**src/rtl/fwp_pkg.sv**
```systemverilog
package fwp_pkg;
  localparam int unsigned FWP_ADDR_W = 16;
  localparam int unsigned FWP_DATA_W = 8;
  localparam int unsigned FWP_BLK_LSB = 9;

  // start of locked window: upper register bits become upper address bits
  function automatic logic [FWP_ADDR_W-1:0] fwp_start(input logic [FWP_DATA_W-1:0] p);
    fwp_start = {p[FWP_DATA_W-1:1], {FWP_BLK_LSB{1'b0}}};
  endfunction
endpackage

```
**src/rtl/fwp_protreg.sv**
```systemverilog
module fwp_protreg #(
  parameter int unsigned ADDR_W   = 16,
  parameter int unsigned DATA_W   = 8,
  parameter logic [ADDR_W-1:0] REG_ADDR = 16'hFE09
) (
  input  logic              clk,
  input  logic              rst,
  input  logic              bus_wr,
  input  logic              bus_rd,
  input  logic [ADDR_W-1:0] bus_addr,
  input  logic [DATA_W-1:0] bus_wdata,
  output logic [DATA_W-1:0] bus_rdata,
  output logic [DATA_W-1:0] prot_q
);
  logic hit;
  assign hit = (bus_addr == REG_ADDR);

  always_ff @(posedge clk) begin
    if (rst) begin
      prot_q    <= '0;
      bus_rdata <= '0;
    end else begin
      if (bus_wr && hit) prot_q <= bus_wdata;
      bus_rdata <= (bus_rd && hit) ? prot_q : '0;
    end
  end
endmodule

```
**src/rtl/fwp_range.sv**
```systemverilog
module fwp_range
  import fwp_pkg::*;
#(
  parameter int unsigned ADDR_W = 16,
  parameter int unsigned DATA_W = 8
) (
  input  logic [DATA_W-1:0] prot_q,
  input  logic [ADDR_W-1:0] op_addr,
  output logic              locked
);
  logic              unlock_code;
  logic [ADDR_W-1:0] start;

  assign unlock_code = &prot_q;
  assign start       = fwp_start(prot_q);
  assign locked      = !unlock_code && (op_addr >= start);
endmodule

```
**src/rtl/fwp_hvgate.sv**
```systemverilog
module fwp_hvgate (
  input  logic clk,
  input  logic rst,
  input  logic hv_set_req,
  input  logic hv_clr_req,
  input  logic locked,
  output logic hv_en,
  output logic hv_viol
);
  always_ff @(posedge clk) begin
    if (rst) begin
      hv_en   <= 1'b0;
      hv_viol <= 1'b0;
    end else begin
      hv_viol <= hv_set_req && locked;
      if (hv_clr_req)                hv_en <= 1'b0;
      else if (hv_set_req && !locked) hv_en <= 1'b1;
    end
  end
endmodule

```
**src/rtl/flash_wp_gate.sv**
```systemverilog
module flash_wp_gate
  import fwp_pkg::*;
#(
  parameter int unsigned ADDR_W = FWP_ADDR_W,
  parameter int unsigned DATA_W = FWP_DATA_W,
  parameter logic [ADDR_W-1:0] REG_ADDR = 16'hFE09
) (
  input  logic              clk,
  input  logic              rst,
  input  logic              bus_wr,
  input  logic              bus_rd,
  input  logic [ADDR_W-1:0] bus_addr,
  input  logic [DATA_W-1:0] bus_wdata,
  output logic [DATA_W-1:0] bus_rdata,
  input  logic [ADDR_W-1:0] op_addr,
  input  logic              hv_set_req,
  input  logic              hv_clr_req,
  output logic              hv_en,
  output logic              hv_viol
);
  logic [DATA_W-1:0] prot_q;
  logic              locked;

  fwp_protreg #(.ADDR_W(ADDR_W), .DATA_W(DATA_W), .REG_ADDR(REG_ADDR)) u_reg (
    .clk(clk), .rst(rst), .bus_wr(bus_wr), .bus_rd(bus_rd),
    .bus_addr(bus_addr), .bus_wdata(bus_wdata), .bus_rdata(bus_rdata),
    .prot_q(prot_q)
  );

  fwp_range #(.ADDR_W(ADDR_W), .DATA_W(DATA_W)) u_range (
    .prot_q(prot_q), .op_addr(op_addr), .locked(locked)
  );

  fwp_hvgate u_gate (
    .clk(clk), .rst(rst), .hv_set_req(hv_set_req), .hv_clr_req(hv_clr_req),
    .locked(locked), .hv_en(hv_en), .hv_viol(hv_viol)
  );
endmodule

```
**config.mk**
```make
export PLATFORM = sky130hd
export DESIGN_NAME = flash_wp_gate
export DESIGN_NICKNAME = d
export VERILOG_FILES = /design/src/rtl/fwp_pkg.sv /design/src/rtl/fwp_protreg.sv /design/src/rtl/fwp_range.sv /design/src/rtl/fwp_hvgate.sv /design/src/rtl/flash_wp_gate.sv
export SDC_FILE = /design/constraint.sdc
export NUM_CORES = 1
export LEC_CHECK = 0
export CELL_PAD_IN_SITES_DETAIL_PLACEMENT = 0
export CELL_PAD_IN_SITES_GLOBAL_PLACEMENT = 2
export CORE_UTILIZATION = 17
export DETAILED_ROUTE_END_ITERATION = 8
export PLACE_DENSITY_LB_ADDON = 0.1
export SLEW_MARGIN = 20
export SYNTH_ARGS = -nofsm -noshare
export SYNTH_HDL_FRONTEND = slang
export SYNTH_SLANG_ARGS = --single-unit
```
**constraint.sdc**
```tcl
create_clock -name clk -period 1.3 [get_ports clk]
set_input_delay 0.195 -clock clk [delete_from_list [all_inputs] [get_ports clk]]
set_output_delay 0.195 -clock clk [all_outputs]
set_load 0.02 [all_outputs]
```
==> results of run 1 <==
==> synth_stat cells <==
| library cell | count |
|---|---|
| a21oi_1 | 13 |
| and2_1 | 8 |
| and4_1 | 2 |
| and4bb_2 | 2 |
| clkbuf_1 | 3 |
| dfxtp_1 | 18 |
| ha_1 | 7 |
| inv_1 | 9 |
| nand2_1 | 1 |
| nand3_1 | 8 |
| nand3b_1 | 1 |
| nand4_1 | 4 |
| nand4b_1 | 1 |
| nor2_1 | 2 |
| nor3_1 | 1 |
| nor3b_2 | 1 |
| nor4_1 | 1 |
| nor4_2 | 1 |
| nor4b_2 | 1 |
| o21ai_0 | 9 |
| o2bb2ai_1 | 1 |
| or2_2 | 1 |
| or4_1 | 2 |
==> area by class of cell <==
| cell class | count | area (sq um) |
|---|---|---|
| Timing Repair Buffer | 67 | 597 |
| Clock buffer | 4 | 55.1 |
| Fill cell | 557 | 3120 |
| Multi-Input combinational cell | 67 | 561 |
| Sequential cell | 18 | 365 |
| Inverter | 9 | 33.8 |
| Tap cell | 67 | 83.8 |
==> worst paths after layout <==
kind | end | depth (start not counted)
worst max-delay path | u_gate.hv_viol$_SDFF_PP0_ | 5
worst min-delay path | u_reg.prot_q[0]$_SDFFE_PP0P_ | 2
worst min register to register | u_reg.prot_q[0]$_SDFFE_PP0P_ | 2
worst max register to register | u_gate.hv_viol$_SDFF_PP0_ | 6
==> worst register-to-register path, cell delays in order, from the launching register on <==
cell,delay [ns]
dfxtp_2,0.33
inv_2,0.04
ha_4,0.25
nand4_1,0.18
nor4_4,0.26
nor3_2,0.10
nor4_2,0.25
==> power by group through the flow <==
stage / combinational (mW) / sequential, mW / clock [mW]
3_3_place_gp: 0.204 / 0.568 / 0
6_report: 0.191 / 0.555 / 0.455
5_1_grt: 0.209 / 0.555 / 0.495
3_5_place_dp: 0.207 / 0.568 / 0
4_1_cts: 0.193 / 0.555 / 0.466
2_1_floorplan: 0.0458 / 0.571 / 0
==> per-stage QoR <==
stage	hold WS, ns	cells	setup TNS (ns)	total power [mW]
floorplan	0.347	97	-0.0630	0.617
global placement	0.488	227	-7.85	0.772
detailed placement	0.501	227	-8.24	0.775
CTS	0.503	232	-0.378	1.21
global route	0.521	232	-0.515	1.26
finish	0.501	232	-0.319	1.20
==> per-layer routing <==
metal,global-route usage,vias up
met5,0,-
met4,0.0513,0
met3,0.0219,5
met2,0.204,36
met1,0.135,415
li1,-,484
==> flip-flops by register name, indices dropped and copies added (netlist names) <==
| signal | count |
|---|---|
| u_gate.hv_viol | 1 |
| u_reg.bus_rdata | 8 |
| u_gate.hv_en | 1 |
| u_reg.prot_q | 8 |
==> kinds of logic after synthesis <==
group,share of synthesized area
compound gates,0.137
buf+inv,0.0518
fa+ha+maj,0.101
simple gates,0.296
flops,0.414
==> layout by cell type, fill, tap and decap left out, drive strengths merged, types with 2 or more instances in the layout <==
cell type       n
o21ai           9
ha              7
inv             9
clkdlybuf4s50  19
dfxtp          18
buf            12
and4            2
or4             2
and4bb          2
and2            8
nand3           8
dlygate4sd2    33
a21oi          13
nor2            2
nor4            2
clkbuf          6
nand4           4
==> repair_timing <==
action                     4_1_cts  5_1_grt
setup endpoints to repair       28       13
pin swaps                       18        4
resized for setup               61        6
buffers inserted                 1        0
==> reports/metrics.yaml, run 1 <==
synthCells: 97
syn_nets: 150
powerDensity_mw_per_mm2: 708
cp-start-kind: "input pin"
clkPwrFrac: 0.379
slew_violations: 0
crit_path_max_fanout: 2
switching_share: 0.210
cts_tree: "yes"
leakagePower_nw: 0.710
crit_family: "simple AND/OR/NAND/NOR gates"
insertion_delay_ns: 0.25
netlist_top_cells_area: "dfxtp_1 41%, ha_1 10%, a21oi_1 7.5%, and2_1 5.8%, o21ai_0 5.2%"
die_area_sq_mm: 0.00541
seq_area_frac_synth: 0.414
intPower_mw: 0.949
tightest_slew_ns: 0.293
cts.clk_slew.worst_paths_ns: 0.07
path_cells: "clkdlybuf4s50_1 > or4_4 > nor4_4 > nor3_2 > nor4_2"
avgSynthCellArea_sq_um: 8.96
cts_sinks: 18
wl_met2_um: 1320
core_sq_mm: 0.00482
synth_seq_cells: 18
regToRegSetupSlack_ns: -0.20
grt_pass1_vias: 1031
post_dp_cell_area_sq_mm: 0.00159
antenna_found_initial: 0
post-synth-top-area-cell: "dfxtp_1"
grt_pass1_wl_um: 4640
numPortBuffers: 55
report.final.hold_viol_count: 0
grt_start_max_net_pins: 11
place_ws_ns: -0.548
cts_hold_buf: 0
wirelength_um: 2750
grt.total_usage: 0.115
ir_drop_uv: 299
rsz0062_at_grt: "yes"
cp-end-kind: "flip-flop"
crit_arrival_ns: 1.68
gr-total-overflow: 0
finalCritPeriodShare: 1.16
crit_required_ns: 1.47
power_frac_seq: 0.462
worst-path-buf-inv: 1
p_switching_mw: 0.252
slowest_delay_ns: 0.43
synth.distinct_cells: 23
worstReg2RegStart: "u_reg.prot_q[5]$_SDFFE_PP0P_"
globalplace.congestion: 0.682
dr_wl_met3_um: 160
avgRoutedWirePerCell_um: 11.9
n_antenna_cell: 0
fp.dieW_um: 73.5
hold_start: "u_reg.prot_q[0]$_SDFFE_PP0P_"
setup_viol: 2
postRouteAntennaNets: 0
slowest_stage: "or4_4"
period_minus_slack_ns: 1.51
crit_start: "op_addr[0]"
setup_slack_ns: -0.210
crit_type: "input pin to flip-flop"
first_pass_iters: 3
clk_path_buf_depth: 2
via_count: 940
combPwrFrac: 0.159
max_slew_margin: 0.803
final_nets: 219
wl_met1_um: 1230
initial_core_util: 0.181
dp_hpwl_um: 2320
synth_top_area_frac: 0.414
violations: "negative setup slack"
hp-class: "flip-flop to flip-flop"
htree_levels: 1
status: "complete, but fails checks"
syn_area_sq_um: 870
viasPerCell: 4.05
drv_cap: 0
top_layer_used: "met4"
boundaryPins: 56
core.rowCount: 25
fin_worst_skew_ns: 0.000964
area_growth_pct: 95.0
drt-initial-drc-count: 14
final_area_sq_mm: 0.00170
root_buffer: "clkbuf_8"
die_h_um: 73.5
fmax_ghz: 0.662
utilization: 0.352
drive_gt1_frac: 0.267
yosys_warnings: 0
drc: 0
cts_buffers: 3
Note: power is estimated with default switching activity, not from simulation.
==> run 2, diff against run 1 <==
- CORE_UTILIZATION: 17 -> 28
- DONT_BUFFER_PORTS: default -> 1
==> reports/metrics.yaml, run 2 (synthesized netlist as in run 1, its figures left out) <==
rsz0062_at_grt: "yes"
reg.largest.list: "u_reg.bus_rdata (8), u_reg.prot_q (8)"
first_pass_iters: 6  # +3
globalplace.congestion: 0.678  # -0.57%
finalCritPeriodShare: 1.08  # -0.0788
viasPerCell: 5.47  # +35%
max_slew_margin: 0.826  # +0.0236
setup_viol: 2  # unchanged
clk_path_buf_depth: 2  # unchanged
hp-class: "input pin to flip-flop"
crit_type: "flip-flop to flip-flop"
ir_drop_uv: 468  # +57%
utilization: 0.382  # +0.0305
setup_slack_ns: -0.107  # +0.102 ns
cts_tree: "yes"
grt_start_max_net_pins: 12  # +1
crit_arrival_ns: 1.62  # -0.06 ns
violations: "design-rule violations, negative hold slack, negative setup slack"
postRouteAntennaNets: 0  # unchanged
hold_end: "u_reg.prot_q[5]$_SDFFE_PP0P_"
htree_levels: 1  # unchanged
grt.total_usage: 0.139  # +0.0239
die_h_um: 57.7  # -21%
cp-end-kind: "flip-flop"
die_area_sq_mm: 0.00333  # -38%
cts_sinks: 18  # unchanged
drive_gt1_frac: 0.324  # +0.0574
avgRoutedWirePerCell_um: 14.7  # +24%
intPower_mw: 0.756  # -20%
tightest_slew_ns: 0.261  # -0.0323 ns
power_frac_seq: 0.584  # +0.122
hold_start: "rst"
area_growth_pct: 25.5
antenna_found_initial: 0  # unchanged
switching_share: 0.209  # -0.000945
fmax_ghz: 0.711  # +7.3%
numPortBuffers: 0  # -100%
insertion_delay_ns: 0.29  # +0.04 ns
drc: 5  # +5
place_ws_ns: -0.183  # +0.365 ns
timing.rr.end: "u_gate.hv_viol$_SDFF_PP0_"
status: "complete, but fails checks"
drv_cap: 0  # unchanged
hold_ws_ns: -0.0498  # -0.551 ns
grt_pass1_wl_um: 3460  # -25%
cp-start-kind: "flip-flop"
final_cells: 139  # -40%
leakagePower_nw: 0.376  # -47%
grt_pass1_vias: 761  # -26%
n_antenna_cell: 0  # unchanged
dp_hpwl_um: 1700  # -27%
final.setup.tns_ns: -0.165  # +0.154 ns
core.rowCount: 19  # -24%
mostFrequentLayoutCell: "dfxtp_1"
initial_core_util: 0.305  # +0.124
whs_path_depth: 1  # -1
dp_cells: 135  # -41%
wirelength_um: 2040  # -26%
r2r.worst_path.cells: 6  # unchanged
boundaryPins: 56  # unchanged
core_sq_mm: 0.00285  # -41%
period_minus_slack_ns: 1.41  # -0.102 ns
powerDensity_mw_per_mm2: 876  # +24%
regToRegSetupSlack_ns: -0.11  # +0.09 ns
via_count: 760  # -19%
cts.clk_slew.worst_paths_ns: 0.10  # +0.03 ns
clkPwrFrac: 0.357  # -0.022
drt-initial-drc-count: 21  # +7
root_buffer: "clkbuf_4"
report.final.hold_viol_count: 9  # +9
crit_path_max_fanout: 2  # unchanged
p_switching_mw: 0.199  # -21%
final_nets: 162  # -26%
post_cts_buffers: 0  # -1
combPwrFrac: 0.058  # -0.101
slew_violations: 0  # unchanged
fp.dieW_um: 57.7  # -21%
fin_worst_skew_ns: 0.00270  # +0.00174 ns
final_cell_mix: "14 x dfxtp_1, 12 x a21oi_1, 10 x buf_4, 9 x o21ai_0"
worstReg2RegStart: "u_reg.prot_q[5]$_SDFFE_PP0P_"
gr-total-overflow: 0  # unchanged
cts_buffers: 3  # unchanged
crit_required_ns: 1.51  # +0.04 ns
==> run 2: area by class of cell <==
| cell class | instances | area (sq um) |
|---|---|---|
| clock buffers | 4 | 36.3 |
| fillers | 304 | 1760 |
| inverters | 9 | 33.8 |
| multi-input cells | 67 | 542 |
| flip-flops and latches | 18 | 365 |
| well taps | 31 | 38.8 |
| repair buffers | 10 | 75.1 |
==> run 2: metal layers <==
| metal | track usage | vias to the layer above | wire length (um) | part of all wire |
|---|---|---|---|---|
| met1 | 0.182 | 350 | 961 | 0.47 |
| li1 | - | 372 | - | - |
| met3 | 0.0558 | 2 | 175 | 0.086 |
| met4 | 0.0510 | 0 | 13 | 0.0064 |
| met2 | 0.208 | 36 | 892 | 0.44 |
| met5 | 0 | - | 0 | 0 |
==> run 2: worst max-delay path by stage <==
stage	start	to	slack (ns)	cells past startpoint
floorplan	u_reg.prot_q[3]$_SDFFE_PP0P_	u_gate.hv_en$_SDFFE_PP0P_	-0.03	6
global placement	u_reg.prot_q[5]$_SDFFE_PP0P_	u_gate.hv_viol$_SDFF_PP0_	-0.23	6
detailed placement	u_reg.prot_q[3]$_SDFFE_PP0P_	u_gate.hv_en$_SDFFE_PP0P_	-0.18	6
CTS	u_reg.prot_q[5]$_SDFFE_PP0P_	u_gate.hv_viol$_SDFF_PP0_	-0.13	6
global route	u_reg.prot_q[5]$_SDFFE_PP0P_	u_gate.hv_viol$_SDFF_PP0_	-0.21	6
finish	u_reg.prot_q[5]$_SDFFE_PP0P_	u_gate.hv_viol$_SDFF_PP0_	-0.11	6
==> run 2: critical path, stage by stage, from the launching register on <==
cell and delay (ns):
dfxtp_2 0.35, inv_2 0.05, ha_4 0.25, nand4_1 0.13, nor4_2 0.26, nor3_2 0.09
nor4_2 0.20
==> run 2: repair_timing <==
item / in CTS / in global routing
hold endpoints to repair: 9 / 9
resized for setup: 14 / 0
setup endpoints to repair: 2 / 2
cloned: 0 / 0
pin swaps: 1 / 1
==> run 2: power groups by stage <==
stage,Sequential (mW),Combinational [mW],Clock [mW]
3_3_place_gp,0.571,0.0448,0
6_report,0.558,0.0558,0.341
5_1_grt,0.559,0.0666,0.393
4_1_cts,0.559,0.0564,0.361
2_1_floorplan,0.571,0.0458,0
3_5_place_dp,0.572,0.0470,0
==> run 2: per-stage QoR <==
stage | instance area (sq um) | power (mW)
2_1_floorplan | 882 | 0.617
3_3_place_gp | 985 | 0.616
3_5_place_dp | 985 | 0.619
4_1_cts | 1090 | 0.976
5_1_grt | 1090 | 1.02
6_report | 1090 | 0.955
